===== src/rtl/slice_mul_pkg.sv =====
package slice_mul_pkg;

  typedef enum logic {
    SM_IDLE = 1'b0,
    SM_RUN  = 1'b1
  } sm_state_e;

endpackage


===== src/rtl/slice_mul_class.sv =====
// Picks the number of slices to process from the multiplier's upper bits,
// and whether the discarded upper field has negative weight.
module slice_mul_class #(
  parameter int W  = 32,
  parameter int S  = 8,
  parameter int N  = W / S,
  parameter int CW = $clog2(N + 1)
) (
  input  logic [W-1:0]  mult_i,
  output logic [CW-1:0] nslice_o,
  output logic          upper_neg_o
);

  logic [N-1:0] uniform;

  assign uniform[0] = 1'b0;

  generate
    for (genvar k = 1; k < N; k++) begin : g_field
      logic [W-S*k-1:0] field;
      assign field      = mult_i[W-1:S*k];
      assign uniform[k] = (&field) | ~(|field);
    end
  endgenerate

  always_comb begin
    nslice_o    = CW'(N);
    upper_neg_o = 1'b0;
    for (int k = N - 1; k >= 1; k--) begin
      if (uniform[k]) begin
        nslice_o    = CW'(k);
        upper_neg_o = mult_i[W-1];
      end
    end
  end

  always_comb begin
    p_class_range_r5: assert (nslice_o >= CW'(1) && nslice_o <= CW'(N))
      else $error("slice count out of range");
  end

endmodule


===== src/rtl/slice_mul_pp.sv =====
// Multiplicand times one unsigned slice, with an optional negative weight
// of -2^S applied on the final slice.
module slice_mul_pp #(
  parameter int W = 32,
  parameter int S = 8
) (
  input  logic [W-1:0] mcand_i,
  input  logic [S-1:0] digit_i,
  input  logic         neg_top_i,
  output logic [W-1:0] pp_o
);

  logic [W-1:0] rows [S];

  generate
    for (genvar j = 0; j < S; j++) begin : g_row
      assign rows[j] = digit_i[j] ? (mcand_i << j) : '0;
    end
  endgenerate

  always_comb begin
    pp_o = '0;
    for (int j = 0; j < S; j++) begin
      pp_o = pp_o + rows[j];
    end
    if (neg_top_i) begin
      pp_o = pp_o - (mcand_i << S);
    end
  end

endmodule


===== src/rtl/slice_mul_ctrl.sv =====
module slice_mul_ctrl
  import slice_mul_pkg::*;
#(
  parameter int N  = 4,
  parameter int CW = $clog2(N + 1)
) (
  input  logic          clk,
  input  logic          rst_n,
  input  logic          start_i,
  input  logic [CW-1:0] nslice_i,
  output logic          accept_o,
  output logic          step_o,
  output logic          last_o,
  output logic          busy_o,
  output logic          done_o
);

  sm_state_e     state_q, state_d;
  logic [CW-1:0] cnt_q, cnt_d;
  logic          done_q, done_d;
  logic          cnt_en;

  assign accept_o = start_i && (state_q == SM_IDLE);
  assign step_o   = (state_q == SM_RUN);
  assign last_o   = step_o && (cnt_q == '0);
  assign busy_o   = step_o;
  assign done_o   = done_q;
  assign cnt_en   = accept_o || step_o;

  always_comb begin
    state_d = state_q;
    cnt_d   = cnt_q;
    done_d  = 1'b0;
    unique case (state_q)
      SM_IDLE: begin
        if (accept_o) begin
          state_d = SM_RUN;
          cnt_d   = nslice_i - CW'(1);
        end
      end
      SM_RUN: begin
        if (last_o) begin
          state_d = SM_IDLE;
          done_d  = 1'b1;
        end else begin
          cnt_d = cnt_q - CW'(1);
        end
      end
      default: state_d = SM_IDLE;
    endcase
  end

  always_ff @(posedge clk or negedge rst_n) begin
    if (!rst_n) begin
      state_q <= SM_IDLE;
      done_q  <= 1'b0;
    end else begin
      state_q <= state_d;
      done_q  <= done_d;
    end
  end

  always_ff @(posedge clk or negedge rst_n) begin
    if (!rst_n) begin
      cnt_q <= '0;
    end else if (cnt_en) begin
      cnt_q <= cnt_d;
    end
  end

  p_done_pulse_r7: assert property (@(posedge clk) disable iff (!rst_n)
    done_q |=> !done_q)
    else $error("done longer than one cycle");

  p_done_idle_r7: assert property (@(posedge clk) disable iff (!rst_n)
    done_q |-> !busy_o)
    else $error("busy during done");

  p_count_down_r6: assert property (@(posedge clk) disable iff (!rst_n)
    (step_o && !last_o) |=> (step_o && cnt_q == $past(cnt_q) - CW'(1)))
    else $error("operation disturbed while busy");

  p_done_after_run_r2: assert property (@(posedge clk) disable iff (!rst_n)
    $rose(done_q) |-> $past(step_o))
    else $error("done without a run cycle");

endmodule


===== src/rtl/slice_mul_top.sv =====
module slice_mul_top
  import slice_mul_pkg::*;
#(
  parameter int W = 32,
  parameter int S = 8
) (
  input  logic         clk,
  input  logic         rst_n,
  input  logic         start_i,
  input  logic [W-1:0] op_a_i,
  input  logic [W-1:0] op_b_i,
  output logic         busy_o,
  output logic         done_o,
  output logic [W-1:0] product_o
);

  localparam int N  = W / S;
  localparam int CW = $clog2(N + 1);

  logic [CW-1:0] nslice;
  logic          upper_neg;
  logic          accept, step, last;
  logic [W-1:0]  a_sh_q, a_sh_d;
  logic [W-1:0]  b_sh_q, b_sh_d;
  logic          neg_q;
  logic [W-1:0]  acc_q, acc_d;
  logic [W-1:0]  pp;
  logic          dp_en;

  slice_mul_class #(.W(W), .S(S), .N(N), .CW(CW)) u_class (
    .mult_i      (op_b_i),
    .nslice_o    (nslice),
    .upper_neg_o (upper_neg)
  );

  slice_mul_ctrl #(.N(N), .CW(CW)) u_ctrl (
    .clk      (clk),
    .rst_n    (rst_n),
    .start_i  (start_i),
    .nslice_i (nslice),
    .accept_o (accept),
    .step_o   (step),
    .last_o   (last),
    .busy_o   (busy_o),
    .done_o   (done_o)
  );

  slice_mul_pp #(.W(W), .S(S)) u_pp (
    .mcand_i   (a_sh_q),
    .digit_i   (b_sh_q[S-1:0]),
    .neg_top_i (last && neg_q),
    .pp_o      (pp)
  );

  assign dp_en = accept || step;

  always_comb begin
    a_sh_d = a_sh_q;
    b_sh_d = b_sh_q;
    acc_d  = acc_q;
    if (accept) begin
      a_sh_d = op_a_i;
      b_sh_d = op_b_i;
      acc_d  = '0;
    end else if (step) begin
      a_sh_d = a_sh_q << S;
      b_sh_d = b_sh_q >> S;
      acc_d  = acc_q + pp;
    end
  end

  always_ff @(posedge clk or negedge rst_n) begin
    if (!rst_n) begin
      a_sh_q <= '0;
      b_sh_q <= '0;
      acc_q  <= '0;
    end else if (dp_en) begin
      a_sh_q <= a_sh_d;
      b_sh_q <= b_sh_d;
      acc_q  <= acc_d;
    end
  end

  always_ff @(posedge clk or negedge rst_n) begin
    if (!rst_n) begin
      neg_q <= 1'b0;
    end else if (accept) begin
      neg_q <= upper_neg;
    end
  end

  assign product_o = acc_q;

  p_result_hold_r7: assert property (@(posedge clk) disable iff (!rst_n)
    (!busy_o && !start_i) |=> $stable(product_o))
    else $error("result changed while idle");

  p_accept_runs_r6: assert property (@(posedge clk) disable iff (!rst_n)
    (start_i && !busy_o) |=> busy_o)
    else $error("accepted start did not begin an operation");

endmodule


===== config.mk =====
export PLATFORM = sky130hd
export DESIGN_NAME = slice_mul_top
export DESIGN_NICKNAME = d
export VERILOG_FILES = /design/src/rtl/slice_mul_pkg.sv /design/src/rtl/slice_mul_class.sv /design/src/rtl/slice_mul_pp.sv /design/src/rtl/slice_mul_ctrl.sv /design/src/rtl/slice_mul_top.sv
export SDC_FILE = /design/constraint.sdc
export NUM_CORES = 1
export LEC_CHECK = 0
export ABC_AREA = 1
export BUFFER_PORTS_ARGS = -buffer_cell sky130_fd_sc_hd__buf_4
export CAP_MARGIN = 20
export CORE_MARGIN = 1.5
export CORE_UTILIZATION = 35
export CTS_BUF_LIST = sky130_fd_sc_hd__clkbuf_8 sky130_fd_sc_hd__clkbuf_16
export CTS_CLUSTER_DIAMETER = 120
export DETAILED_ROUTE_END_ITERATION = 10
export SLEW_MARGIN = 20
export SYNTH_ARGS = -nofsm -noshare
export SYNTH_HDL_FRONTEND = slang
export SYNTH_SLANG_ARGS = --single-unit
export TNS_END_PERCENT = 10

===== constraint.sdc =====
create_clock -name clk -period 8 [get_ports clk]
set_clock_uncertainty 0.2 [all_clocks]
set_input_delay 2.4 -clock clk [delete_from_list [all_inputs] [get_ports clk]]
set_output_delay 2.4 -clock clk [all_outputs]
set_load 0.1 [all_outputs]

Word-level counts from Yosys, hierarchy flattened --
Cells that the tools add are included.
Operators by class: reduce and logical (&&, ||, !) cells 14, bitwise logic cells 7, $add $sub $neg 11, multiplexer cells 29, equality and inequality tests 2
Operator list (number):
- 2-to-1 mux 32 bit | 15
- adder 32 bit | 8
- subtractor 32 bit | 1
- AND reduction 24 bit | 1
- OR reduction 24 bit | 1
- AND reduction 16 bit | 1
- OR reduction 16 bit | 1
- 2-to-1 mux 3 bit | 5
- AND reduction 8 bit | 1
- OR reduction 8 bit | 1
- 2-to-1 mux 1 bit | 7
- one-hot mux 3 bit (2 select lines) | 1
- subtractor 3 x 1 -> 3 bit (second input constant) | 2
- inverter 1 bit | 4
- logical AND 1 bit | 3
- logical NOT 3 bit | 1
- bitwise OR 1 bit | 3
- AND reduction 3 bit | 1
- inequality test 2 x 1 -> 1 bit (second input constant) | 1
- inequality test 2 bit (second input constant) | 1
- one-hot mux 1 bit (2 select lines) | 1
- AND reduction 2 bit | 1
- nonzero test 2 bit | 1
- logical OR 1 bit | 1
Word-level totals: output and inout bits 34, bits of input ports 67, logic and storage cells 70, register bits 102

Longest topological paths before layout --
depth in word-level cells 13, mapped depth 50, mapped depth without buffers 47

By module --
Synthesis repeated with hierarchy kept, for this count alone.
Second synthesis, totals: cells, all modules 2472, area, all modules 16121.7 um^2
By module, submodules not included:
- slice_mul_pp | area each 9207.6 um^2, times used 1, cells each 1470, seq. area each 0.0 um^2
- slice_mul_top | area each 6346.1 um^2, times used 1, cells each 912, seq. area each 2427.3 um^2
- slice_mul_ctrl | area each 337.8 um^2, times used 1, cells each 39, seq. area each 125.1 um^2
- slice_mul_class | area each 230.2 um^2, times used 1, cells each 51, seq. area each 0.0 um^2

Least setup slack after synthesis --
OpenSTA, ideal clock, no wires.
kind register to register, start reg b_sh_q[3], end reg acc_q[30] (netlist: product_o[30]), period minus slack after synthesis 6.935 ns, data arrival time 6.615 ns, path slack 1.065 ns, cell stages (with the launch flop) 41, library setup time 0.120 ns, data required time 7.680 ns, path buffers 3, cells stage by stage dfrtp_1 clkbuf_1 buf_1 nand2_1 inv_1 fa_1 fa_1 fa_1 fa_1 ha_1 nand2_2 inv_1 a21oi_1 nand2_1 a21oi_2 o21ai_2 nand2_1 nand2_1 [5 not listed] a21oi_1 nand2_1 a31o_2 nand2_1 a21o_1 nand3_1 o21ai_1 inv_1 ha_1 buf_2 nand2_1 nor3_1 inv_1 o221a_2 nand2_1 nand2_1 nand3_1 nand2_1
Between the ends: longest elaborated chain between the ends 11
Ends and longest elaborated chain:
- start, declared | line slice_mul_top.sv:24 | logic [W-1:0] b_sh_q, b_sh_d;
- start signal, assigned | line slice_mul_top.sv:79 | b_sh_q <= b_sh_d;
- 2-to-1 mux 32 bit (*) | line slice_mul_pp.sv:17 | assign rows[j] = digit_i[j] ? (mcand_i << j) : '0;
- adder 32 bit (*) (5 in series) | line slice_mul_pp.sv:24 | pp_o = pp_o + rows[j];
- subtractor 32 bit | line slice_mul_pp.sv:27 | pp_o = pp_o - (mcand_i << S);
- 2-to-1 mux 32 bit (*) | line slice_mul_pp.sv:26 | if (neg_top_i) begin
- adder 32 bit (*) | line slice_mul_top.sv:68 | acc_d = acc_q + pp;
- 2-to-1 mux 32 bit (*) | line slice_mul_top.sv:65 | end else if (step) begin
- 2-to-1 mux 32 bit (*) | line slice_mul_top.sv:61 | if (accept) begin
- end signal, assigned | line slice_mul_top.sv:76 | acc_q <= '0;
- end signal, assigned | line slice_mul_top.sv:80 | acc_q <= acc_d;
- end, declared | line slice_mul_top.sv:26 | logic [W-1:0] acc_q, acc_d;
Mark *: on every way between the ends. The rest lies on a longest branch, timed or not. The select of a mux whose other input is x is not followed. A chain may end at the register's enable or synchronous reset.

Worst setup path after layout --
start reg b_sh_q[5], end reg acc_q[26] (netlist: product_o[26])
Between the ends: longest elaborated chain between the ends 9
Ends and longest elaborated chain (line):
- 2-to-1 mux 32 bit (*) | slice_mul_pp.sv:17
- adder 32 bit (*) (3 in series) | slice_mul_pp.sv:24
- subtractor 32 bit | slice_mul_pp.sv:27
- 2-to-1 mux 32 bit (*) | slice_mul_pp.sv:26
- adder 32 bit (*) | slice_mul_top.sv:68
- 2-to-1 mux 32 bit (*) | slice_mul_top.sv:65
- 2-to-1 mux 32 bit (*) | slice_mul_top.sv:61
Marks and branches as above.

==> results.md <==
- Die W: 208 µm
- Final slew viol count: 0
- Fmax: 0.132 GHz
- WL final: 45.4 mm
- Final Hold Viols: 0
- P_leak: 9.50 nW
- Main synth FF type: dfrtp_1
- Gate Count Post-Synth: 2,095
- Site row count: 74
- CTS H-tree lvls: 3
- Count of input and output buffers: 100
- Distinct cells, synth: 56
- Clk Latency, worst-skew pair: 0.37 ns
- R2R cell count: 34
- Total track usage: 21.9%
- CTS Root Buffer Type: clkbuf_16
- Min Tclk post-route: 7.55 ns
- Nets: 2,493
- Core Region: 0.0410 mm²
- HP Class: reg -> reg
- Initial Util: 35.7%
- DR DRC count: 1
- First-pass GRT wire length: 74.7 mm
- Asr flop ratio synth: 100%
- Mean Syn Cell Area: 6.99 µm²
- Worst vdd rail ir drop: 0.382 mV
- Area leader, netlist: fa_1
- Post-synthesis instance area: 0.0146 mm²
- Worst path most repeated cell: nand2_1
- Yosys warning count: 0
- Clk buf depth: 2
- Io pins: 101
- Synth-to-Final Area Change: 13.2%
- Worst Path Arrival: 7.64 ns
- CTS Sinks: 102
- Worst setup EP type: flip-flop
- TritonCTS clock tree: yes
- Worst Setup Slack, final: 0.452 ns
- Hold Crit Depth: 2
- Most frequent cells after synthesis: nand2_1, inv_1, fa_1
- Synth area leaders: fa_1, dfrtp_1, nand2_1
- Via-to-Cell Ratio: 5.00
- Total CTS buffers: 9
- DR iter-0 viols: 661
- Via count: 13,600
- Final setup viols: 0
- Seq cells post-synth: 102
- DP HPWL: 36.4 mm
- DRT Pass-1 Iters: 10
- Multi-input gate area: 0.0103 mm²
- Most instantiated library cell after synthesis: nand2_1
- Die H: 208 µm
- Crit path kind: reg -> reg
- Congestion Overflow GR: 0
- Power Density: 437 mW/mm²
- Crit start category: flip-flop
- TNS Setup: 0 ns
- Post-route ant nets: 0
- Vias in the first global route: 14,000
- Final worst-path cycle share: 94.3%
- Routed wire per std cell: 16.8 µm
- Crit path max-delay cell type: fa_1
- Sequential share of the synthesized area: 17.4%
- Slew headroom: 41.4%
- Status: complete, but fails checks
- Share of the synthesized area in the top cell type: 21.9%
- Clock transition at the registers of the reported paths: 0.08 ns
- Worst slack, placed: 0.159 ns
- DIE AREA: 0.0431 mm²
- Worst slew pin tran: 0.880 ns
- WP data required: 8.10 ns
- Syn_nets: 2,413
- Crit Path Max Fanout: 11
- FILL cells: 4,254
- Diodes inserted: 0
- FF+latch area: 0.00256 mm²
- Max Cap Violations: 0
- Initial antenna violation count: 0
- Number of synthesized flops with an enable pin: 0
- Failing checks: DRC
- Share of cells above drive strength 1: 11.7%
- RD Place Congestion: 0.951
- Crit path largest cell delay: 0.60 ns
- Pin count of the biggest net entering global routing: 72
==> registers in the layout, indices dropped and copies added (netlist names) <==
signal         cells
b_sh_q            32
u_ctrl.cnt_q       3
a_sh_q            32
neg_q              1
u_ctrl.busy_o      1
u_ctrl.done_o      1
product_o         32
==> metrics by stage <==
stage	std cells	area [µm²]	total power, mW	hold WS (ns)	util, %
floorplan	2095	14600	4.98	0.253	-
global placement	2693	16100	6.54	0.273	39.3
detailed placement	2693	16100	6.57	0.276	39.3
CTS	2709	16400	7.09	0.297	40.0
global route	2712	16600	7.98	0.314	40.4
finish	2712	16600	7.25	0.290	40.4
==> cells in the final DEF, fill, tap and decap left out, types with 16 or more instances in the layout <==
cell type	instances
o221ai_1	21
xor2_1	16
o21ai_0	80
dfrtp_1	97
nor2_1	85
ha_1	81
nand4_1	21
o21ai_1	21
o211ai_1	17
nand3_1	74
a21oi_1	91
inv_1	425
buf_4	149
fa_1	158
nand2_1	655
==> worst paths after layout <==
check	from	slack [ns]	endpoint
max in group asynchronous	rst_n	4.42	b_sh_q[3]$_DFFE_PN0P_
min in group asynchronous	rst_n	1.82	b_sh_q[31]$_DFFE_PN0P_
setup reg to reg	b_sh_q[5]$_DFFE_PN0P_	0.45	product_o[26]$_DFFE_PN0P_
hold reg to reg	b_sh_q[27]$_DFFE_PN0P_	0.29	b_sh_q[19]$_DFFE_PN0P_
setup / recovery	b_sh_q[5]$_DFFE_PN0P_	0.45	product_o[26]$_DFFE_PN0P_
hold / removal	b_sh_q[27]$_DFFE_PN0P_	0.29	b_sh_q[19]$_DFFE_PN0P_
==> power breakdown <==
group | switching, mW | leakage [nW] | total, mW | internal [mW]
logic | 3.80 | 8.02 | 5.79 | 2.00
clock network | 0.243 | 0.146 | 0.463 | 0.220
registers | 0.273 | 1.33 | 0.992 | 0.719
total | 4.31 | 9.50 | 7.25 | 2.94
==> repair_timing <==
| action | in CTS | in global routing |
|---|---|---|
| buffers inserted | 0 | 3 |
| gates resized for setup | 0 | 40 |
| hold buffers | 0 | 0 |
| endpoints found under the setup margin | 0 | 14 |
==> layer usage <==
metal  share of wire, %  global-route usage, %  vias to the layer above
met5                  0                      0                        -
met3                4.8                   2.07                       60
met4                2.6                   6.67                        0
met2                 47                   37.0                      393
li1                   -                      -                     6639
met1                 45                   29.5                     6477
==> kinds of logic (layout without fill, tap and decap cells) <==
group           Yosys count  after routing  share of synthesized area (%)
buf+inv                 516            601                           13.4
simple gates            895            895                           25.1
fa+ha+maj               251            251                           29.7
xor+xnor                 27             27                           1.67
compound gates          302            302                           12.6
flops                   102            102                           17.4
mux                       2              2                          0.137
==> worst max-delay path: cells and delay by family (launching register included) <==
family          cells  cell delay (ns)
fa+ha+maj           7             3.13
compound gates      9             1.74
flops               1             0.56
simple gates       12             1.23
xor+xnor            1             0.28
buf+inv             5             0.29
==> layout make-up <==
class	instances	share of cell area, %
multi-input combinational	1477	61.9
sequential	102	15.5
inverter	432	9.78
timing repair buffer	153	7.07
tap	532	4.02
clock buffer	9	1.36
clock inverter	7	0.370
No activity file was read; power rests on OpenSTA's default activity.
